**src/rtl/irq_prio_pkg.sv**
```systemverilog
package irq_prio_pkg;
  localparam int unsigned LVL_W = 3;
  typedef logic [LVL_W-1:0] lvl_t;
  localparam lvl_t LVL_OFF = '1;

  typedef struct packed {
    lvl_t level;
    logic svc;
  } src_cfg_t;

  localparam src_cfg_t CFG_RST = '{level: LVL_OFF, svc: 1'b0};
endpackage

```
**src/rtl/irq_src_flags.sv**
```systemverilog
module irq_src_flags #(
  parameter int unsigned NUM_SRC = 16
) (
  input  logic               clk_i,
  input  logic               rst_ni,
  input  logic [NUM_SRC-1:0] evt_i,
  input  logic [NUM_SRC-1:0] clr_i,
  input  logic               en_wr_i,
  input  logic [NUM_SRC-1:0] en_data_i,
  output logic [NUM_SRC-1:0] req_o,
  output logic [NUM_SRC-1:0] active_o
);
  logic [NUM_SRC-1:0] req_q, en_q;

  for (genvar g = 0; g < NUM_SRC; g++) begin : g_flag
    always_ff @(posedge clk_i or negedge rst_ni) begin
      if (!rst_ni)          req_q[g] <= 1'b0;
      else if (evt_i[g])    req_q[g] <= 1'b1;  // event beats clear
      else if (clr_i[g])    req_q[g] <= 1'b0;
    end
  end

  always_ff @(posedge clk_i or negedge rst_ni) begin
    if (!rst_ni)      en_q <= '0;
    else if (en_wr_i) en_q <= en_data_i;
  end

  assign req_o    = req_q;
  assign active_o = req_q & en_q;

  assert_evt_sets_R1: assert property (@(posedge clk_i) disable iff (!rst_ni)
    (evt_i != '0) |=> ((req_q & $past(evt_i)) == $past(evt_i)));
  assert_clr_clears_R2: assert property (@(posedge clk_i) disable iff (!rst_ni)
    ((clr_i & ~evt_i) != '0) |=> ((req_q & $past(clr_i & ~evt_i)) == '0));
endmodule

```
**src/rtl/irq_cfg_regs.sv**
```systemverilog
module irq_cfg_regs
  import irq_prio_pkg::*;
#(
  parameter int unsigned NUM_SRC = 16,
  localparam int unsigned IDX_W  = (NUM_SRC > 1) ? $clog2(NUM_SRC) : 1
) (
  input  logic                       clk_i,
  input  logic                       rst_ni,
  input  logic                       wr_i,
  input  logic [IDX_W-1:0]           idx_i,
  input  lvl_t                       level_i,
  input  logic                       svc_i,
  output src_cfg_t [NUM_SRC-1:0]     cfg_o
);
  src_cfg_t [NUM_SRC-1:0] cfg_q;

  for (genvar g = 0; g < NUM_SRC; g++) begin : g_reg
    always_ff @(posedge clk_i or negedge rst_ni) begin
      if (!rst_ni)
        cfg_q[g] <= CFG_RST;
      else if (wr_i && (idx_i == IDX_W'(g)))
        cfg_q[g] <= '{level: level_i, svc: svc_i};
    end
  end

  assign cfg_o = cfg_q;

  assert_cfg_write_R9: assert property (@(posedge clk_i) disable iff (!rst_ni)
    (wr_i && (32'(idx_i) < NUM_SRC)) |=>
      (cfg_q[$past(idx_i)].level == $past(level_i)) && (cfg_q[$past(idx_i)].svc == $past(svc_i)));
endmodule

```
**src/rtl/irq_arbiter.sv**
```systemverilog
module irq_arbiter
  import irq_prio_pkg::*;
#(
  parameter int unsigned NUM_SRC = 16,
  localparam int unsigned IDX_W  = (NUM_SRC > 1) ? $clog2(NUM_SRC) : 1
) (
  input  logic                   clk_i,
  input  logic                   rst_ni,
  input  logic [NUM_SRC-1:0]     active_i,
  input  src_cfg_t [NUM_SRC-1:0] cfg_i,
  output logic                   valid_o,
  output lvl_t                   level_o,
  output logic [IDX_W-1:0]       id_o,
  output logic                   svc_o
);
  lvl_t             best_lvl;
  logic [IDX_W-1:0] best_id;
  logic             best_svc;

  // Strict compare keeps the lower index on ties; seed at LVL_OFF drops level 7.
  always_comb begin
    best_lvl = LVL_OFF;
    best_id  = '0;
    best_svc = 1'b0;
    for (int i = 0; i < NUM_SRC; i++) begin
      if (active_i[i] && (cfg_i[i].level < best_lvl)) begin
        best_lvl = cfg_i[i].level;
        best_id  = IDX_W'(i);
        best_svc = cfg_i[i].svc;
      end
    end
  end

  always_ff @(posedge clk_i or negedge rst_ni) begin
    if (!rst_ni) begin
      valid_o <= 1'b0;
      level_o <= '0;
      id_o    <= '0;
      svc_o   <= 1'b0;
    end else begin
      valid_o <= (best_lvl != LVL_OFF);
      level_o <= (best_lvl != LVL_OFF) ? best_lvl : '0;
      id_o    <= best_id;
      svc_o   <= best_svc;
    end
  end

  assert_no_off_level_R6: assert property (@(posedge clk_i) disable iff (!rst_ni)
    valid_o |-> (level_o != LVL_OFF));
  assert_hold_R7: assert property (@(posedge clk_i) disable iff (!rst_ni)
    ($stable(active_i) && $stable(cfg_i)) |=> ($stable(valid_o) && $stable(level_o) && $stable(id_o)));
endmodule

```
**src/rtl/irq_prio_ctrl.sv**
```systemverilog
module irq_prio_ctrl
  import irq_prio_pkg::*;
#(
  parameter int unsigned NUM_SRC = 16,
  localparam int unsigned IDX_W  = (NUM_SRC > 1) ? $clog2(NUM_SRC) : 1
) (
  input  logic               clk_i,
  input  logic               rst_ni,
  input  logic [NUM_SRC-1:0] evt_i,
  input  logic [NUM_SRC-1:0] clr_i,
  input  logic               en_wr_i,
  input  logic [NUM_SRC-1:0] en_data_i,
  input  logic               cfg_wr_i,
  input  logic [IDX_W-1:0]   cfg_idx_i,
  input  logic [2:0]         cfg_level_i,
  input  logic               cfg_svc_i,
  input  logic [2:0]         cpu_ilm_i,
  input  logic               cpu_ien_i,
  input  logic               boundary_i,
  output logic [NUM_SRC-1:0] pend_o,
  output logic               irq_valid_o,
  output logic [2:0]         irq_level_o,
  output logic [IDX_W-1:0]   irq_id_o,
  output logic               irq_svc_o,
  output logic               accept_o
);
  logic [NUM_SRC-1:0]     active;
  src_cfg_t [NUM_SRC-1:0] cfg;

  irq_src_flags #(.NUM_SRC(NUM_SRC)) u_flags (
    .clk_i, .rst_ni, .evt_i, .clr_i, .en_wr_i, .en_data_i,
    .req_o(pend_o), .active_o(active)
  );

  irq_cfg_regs #(.NUM_SRC(NUM_SRC)) u_cfg (
    .clk_i, .rst_ni, .wr_i(cfg_wr_i), .idx_i(cfg_idx_i),
    .level_i(cfg_level_i), .svc_i(cfg_svc_i), .cfg_o(cfg)
  );

  irq_arbiter #(.NUM_SRC(NUM_SRC)) u_arb (
    .clk_i, .rst_ni, .active_i(active), .cfg_i(cfg),
    .valid_o(irq_valid_o), .level_o(irq_level_o), .id_o(irq_id_o), .svc_o(irq_svc_o)
  );

  assign accept_o = boundary_i & irq_valid_o & cpu_ien_i & (irq_level_o < cpu_ilm_i);

  assert_accept_valid_R8: assert property (@(posedge clk_i) disable iff (!rst_ni)
    accept_o |-> (irq_valid_o && (irq_level_o != LVL_OFF)));
  assert_reset_quiet_R10: assert final (rst_ni || (!irq_valid_o && !accept_o));
endmodule

```
**config.mk**
```make
export PLATFORM = sky130hd
export DESIGN_NAME = irq_prio_ctrl
export DESIGN_NICKNAME = d
export VERILOG_FILES = /design/src/rtl/irq_prio_pkg.sv /design/src/rtl/irq_src_flags.sv /design/src/rtl/irq_cfg_regs.sv /design/src/rtl/irq_arbiter.sv /design/src/rtl/irq_prio_ctrl.sv
export SDC_FILE = /design/constraint.sdc
export NUM_CORES = 1
export LEC_CHECK = 0
export ABC_AREA = 1
export ABC_CLOCK_PERIOD_IN_PS = 28900
export CAP_MARGIN = 20
export CORE_UTILIZATION = 25
export DETAILED_ROUTE_END_ITERATION = 7
export PLACE_DENSITY = 0.46
export SYNTH_ARGS = -nofsm -noshare
export SYNTH_HDL_FRONTEND = slang
export SYNTH_SLANG_ARGS = --single-unit
```
**constraint.sdc**
```tcl
create_clock -name clk_i -period 28.9 [get_ports clk_i]
set_input_delay 7.225 -clock clk_i [delete_from_list [all_inputs] [get_ports clk_i]]
set_output_delay 7.225 -clock clk_i [all_outputs]
set_load 0.005 [all_outputs]
```
Word-level counts from Yosys, hierarchy flattened
Cells that the tools add are included.

cells by class
  multiplexer cells = 80
  equal/unequal tests = 16
  bitwise gates (word level) = 4
  reduce and logical (&&, ||, !) cells = 49
  $lt $le $gt $ge = 17

operator list
  kind                                           number
  two-way mux 3 bit                              21
  two-way mux 1 bit                              49
  < comparator 3 bit                             16
  == test 4 bit, second input constant           8
  logical AND 1 bit                              32
  two-way mux 4 bit                              8
  nonzero test 2 bit                             16
  AND 16 bit                                     1
  == test 4 x 3 -> 1 bit, second input constant  4
  == test 4 x 2 -> 1 bit, second input constant  2
  == test 4 x 1 -> 1 bit, second input constant  1
  zero test 4 bit                                1
  two-way mux 2 bit                              2
  AND 1 bit                                      3
  < comparator 3 bit, second input constant      1
  inequality test 3 bit, second input constant   1

word-level totals
  register bits after elaboration = 105
  word-level logic and storage cells = 219

Logic depth before layout (Yosys ltp)
  depth in word-level cells = 50
  gate-level depth with buffers = 99
  mapped depth without buffers = 99

By module
A second synthesis with hierarchy kept.

unflattened totals
  cell total of the unflattened synthesis = 925
  area, all modules = 6387.4 um^2

modules (own cells, without submodules)
  module         area each (um^2)  times used  cells each
  irq_cfg_regs   2733.9            1           324
  irq_arbiter    2133.3            1           407
  irq_src_flags  1445.1            1           180
  irq_prio_ctrl  75.1              1           14

Worst setup path after synthesis
OpenSTA, ideal clock, no wires.

  kind = input to output
  from = input cpu_ilm_i[2]
  to = output accept_o
  data required time = 21.675 ns
  data arrival time = 8.015 ns
  stages on the path = 3
  buffers on the path = 0
  setup slack = 13.660 ns
  cells stage by stage = inv_1 > ha_1 > a2111oi_0

between the ends
  cells in the longest elaborated chain, start to end = 2

ends and longest elaborated chain
  item                line                 RTL
  start, declared     irq_prio_ctrl.sv:17  input logic [2:0] cpu_ilm_i,
  < comparator 3 bit  irq_prio_ctrl.sv:45  assign accept_o = boundary_i & irq_valid_o & cpu_ien_i & (irq_level_o < cpu_ilm_i);
  AND 1 bit           irq_prio_ctrl.sv:45
  end, declared       irq_prio_ctrl.sv:25  output logic accept_o

No other way between the ends.

Worst setup path in the final report
Ends and elaborated chain as after synthesis.

==> summary.md <==
| Metric | Value |
|---|---|
| Status | finished clean |
| Cells after Synth | 740 |
| Clock Power Share | 0.218 |
| Vias in the first global route | just under 5000 |
| RSZ-0062 raised after global routing | false |
| Final Max Slew Viols | 0 |
| Critical Path Sink Type | primary output |
| Combinational share of power | 0.410 |
| N_diodes | 0 |
| CP most frequent cell | clkdlybuf4s50_1 |
| Relative slew margins | 0.492 |
| Sequential power share | 0.372 |
| Largest net degree at the start of global routing | 57 |
| Critical path data arrival time | about 9000 ps |
| Tot Pwr | roughly 0.00054 W |
| Net Switching | between 0.0002 and 0.00025 W |
| Drt first-iter violations | 223 |
| Worst Setup SP | cpu_ilm_i[2] |
| Syn_nets | about 810 |
| GRT Util Overall | 0.130 |
| Critical Path RT | approximately 22000 ps |
| Mux share of post-synthesis cell area | 0.0271 |
| Crit-path slowest cell | clkdlybuf4s50_1 |
| Xor and xnor area share after synthesis | 0 |
| Post-CTS Repair Setup Buffers | 0 |
| Post-Syn Area per Cell | 7.87 sq um |
| DRT Pass-1 Iters | 4 |
| Leakage power | roughly 3.4 nW |
| CORE AREA | between 20000 and 25000 sq um |
| DRC Markers | 0 |
| Sequential share of the synthesized area | 0.461 |
| Post-route antenna net violation count | 0 |
| Worst-margin pin slew | approximately 760 ps |
| Hpwl dp | between 10 and 15 mm |
| Worst Path Buf+Inv | 3 |
| CTS Sinks | between 100 and 150 |
| Initial antenna violation count | 0 |
| Post-synthesis register bit count | ~110 |
| Synth warnings | 0 |
| Drt wl/cell | between 10 and 15 microns |
| Compound-Gate Fraction of Synth Area | 0.115 |
| PostCTS Resize Cnt | 0 |
| Clock Path Buffers | 2 |
| Critical setup path kind | input pin to primary output |
| Clk_skew | 8.57 ps |
| GRT overflow | 0 |
| Worst min path class | register to register |
| FMAX | approximately 60 MHz |
| IO buf count | 90 |
| Fin nets | ~910 |
| VDD IR max | ~0.027 mV |
| GPL Wtd Cong | slightly below 0.8 |
| Syn-to-layout area delta | 26.8% |
| Synth cell types | 30 |
| Skew-Pair Late Insertion Delay | about 350 ps |
| Slowest cell delay on critical path | 570 ps |
| MaxCap Viol Count | 0 |
| Int Power | 0.000337 W |
| Post-synthesis adder-cell area fraction | 0.0129 |
| Switching part of the total | 0.377 |
| CTS Hold Bufs | 0 |
| Cell area power density | around 73 nW/um^2 |
| Critical path, cell by cell | clkdlybuf4s50_1 > inv_1 > ha_1 > a2111oi_0 > clkdlybuf4s50_1 |
| First-pass GRT wire length | approximately 25 mm |
| Hold path startpoint | u_cfg.cfg_o[48] |
| Area of the die | between 20000 and 25000 sq um |
| Simple-gate share of the synthesized area | 0.312 |
| Share of cells above drive strength 1 | 0.166 |
| Root Driver | clkbuf_16 |
| Initial core utilization | 0.256 |
| Worst-path fanout max | 2 |
| Min cycle time layout | about 16000 ps |
| Final-report setup violation count | 0 |
| Top-level I/O count | 91 |
| Die Ht | 155 microns |
| Row cnt | 55 |
| Reg-to-reg startpoint | u_cfg.cfg_o[2] |
| Type of origin of the critical path | input pin |
| H-tree depth | 3 |
| Hold Violations, Final | 0 |
| Delay-heaviest family, CP | buffers and inverters |
| Main combinational cell family by area after synthesis | simple AND/OR/NAND/NOR gates |
| Num CTS Buffers | 9 |
| Via density | roughly 4.2 |
| Clock tree from TritonCTS | done |
| Setup TNS after final layout | 0 ps |
| Tcrit/Tclk final | 0.561 |
| Clock transition at path regs | about 60 ps |
| Drt total wl | between 10 and 15 mm |
| Post-synthesis instance area | 5830 sq um |
| Die W | between 150 and 200 microns |
| Vias | just under 5000 |
## metrics by stage
step | setup slack (ps) | hold slack, ps | instances | cell area, sq um | util
floorplan | 13660 | 448 | 740 | 5830 | -
global placement | 12690 | 466 | 1140 | 7120 | 0.312
detailed placement | 12670 | 473 | 1140 | 7120 | 0.312
CTS | 12670 | 491 | 1156 | 7390 | 0.324
global route | 12560 | 502 | 1156 | 7390 | 0.324
finish | 12700 | 485 | 1156 | 7390 | 0.324
## tightest hold or removal path: stages, from the launching register on
cell and delay [ps]:
dfrtp_1 340, nand2_1 50, o21ai_0 60
## layout by cell type, fill, tap and decap left out, types with 5 or more instances in the layout
cell	Yosys	final
and2_4	5	5
dfstp_2	48	48
o21ai_0	73	73
o21bai_1	17	17
o211ai_1	7	7
clkbuf_16	0	9
inv_1	97	97
mux2_2	14	14
nand3_1	80	80
nor2_2	11	11
dfrtp_1	57	57
nand2_1	221	221
nand2_2	25	25
ha_1	6	6
nand2_4	8	8
clkinv_1	5	5
nor2_1	23	23
a21oi_1	5	5
clkbuf_1	6	5
clkdlybuf4s50_1	0	89
a31oi_1	5	5
## synthesized netlist by cell type
cell type  count  area share
a2111oi_0      3      0.0045
a21oi_1        5      0.0043
a21oi_2        2      0.0030
a21oi_4        1      0.0028
a31oi_1        5      0.0054
and2_4         5      0.0075
clkbuf_1       6      0.0039
clkinv_1       5      0.0032
dfrtp_1       57        0.24
dfstp_2       48        0.22
ha_1           6       0.013
inv_1         97       0.063
inv_2          3      0.0019
mux2_2        14       0.027
nand2_1      221        0.14
nand2_2       25       0.027
nand2_4        8       0.015
nand3_1       80       0.069
nand3_2        4      0.0069
nand3b_1       4      0.0052
nand3b_2       1      0.0019
nand4_1        1      0.0011
nor2_1        23       0.015
nor2_2        11       0.012
nor2_4         3      0.0058
nor3_1         4      0.0034
o211a_1        1      0.0017
o211ai_1       7      0.0090
o21ai_0       73       0.063
o21bai_1      17       0.022
## routing by layer
layer  global-route usage  part of all wire  vias up
met5                    0                 0        -
li1                     -                 -     2577
met1                0.177              0.50     2204
met4               0.0410             0.013        0
met3               0.0210             0.041       10
met2                0.209              0.44       79
## final timing paths
check	to	slack, ps	cells after the start
setup / recovery	accept_o	12700	5
hold / removal	u_cfg.cfg_o[48]	490	2
setup reg to reg	u_arb.level_o[1]	18720	82
hold reg to reg	u_cfg.cfg_o[48]	490	2
max in group asynchronous	u_flags.en_q[10]	20800	2
min in group asynchronous	u_arb.level_o[2]	6900	1
## power by group through the flow
| stage | registers, W | clock network, W | logic, W |
|---|---|---|---|
| 2_1_floorplan | 0.000201 | 0 | 0.000165 |
| 3_3_place_gp | 0.000204 | 0 | 0.000225 |
| 3_5_place_dp | 0.000204 | 0 | 0.000226 |
| 4_1_cts | 0.000202 | 0.000124 | 0.000226 |
| 5_1_grt | 0.000206 | 0.000130 | 0.000258 |
| 6_report | 0.000202 | 0.000118 | 0.000222 |
## kinds of logic after synthesis
group / count (synthesis)
compound gates: 114
fa+ha+maj: 6
buf+inv: 111
flops: 105
mux: 14
simple gates: 390
## sequential cells by signal, indices dropped and copies added, names as in the netlist
register	cells
u_cfg.cfg_o	64
u_flags.en_q	16
u_flags.req_o	16
u_arb.id_o	4
u_arb.level_o	3
u_arb.svc_o	1
u_arb.valid_o	1
## layout make-up
type / instances / area, sq um
Multi-Input combinational cell: 524 / 2720
Fill cell: 2461 / 15400
Inverter: 105 / 394
Clock buffer: 16 / 272
Timing Repair Buffer: 93 / 921
Sequential cell: 105 / 2690
Tap cell: 313 / 392
(Power assumes the default switching activity.)
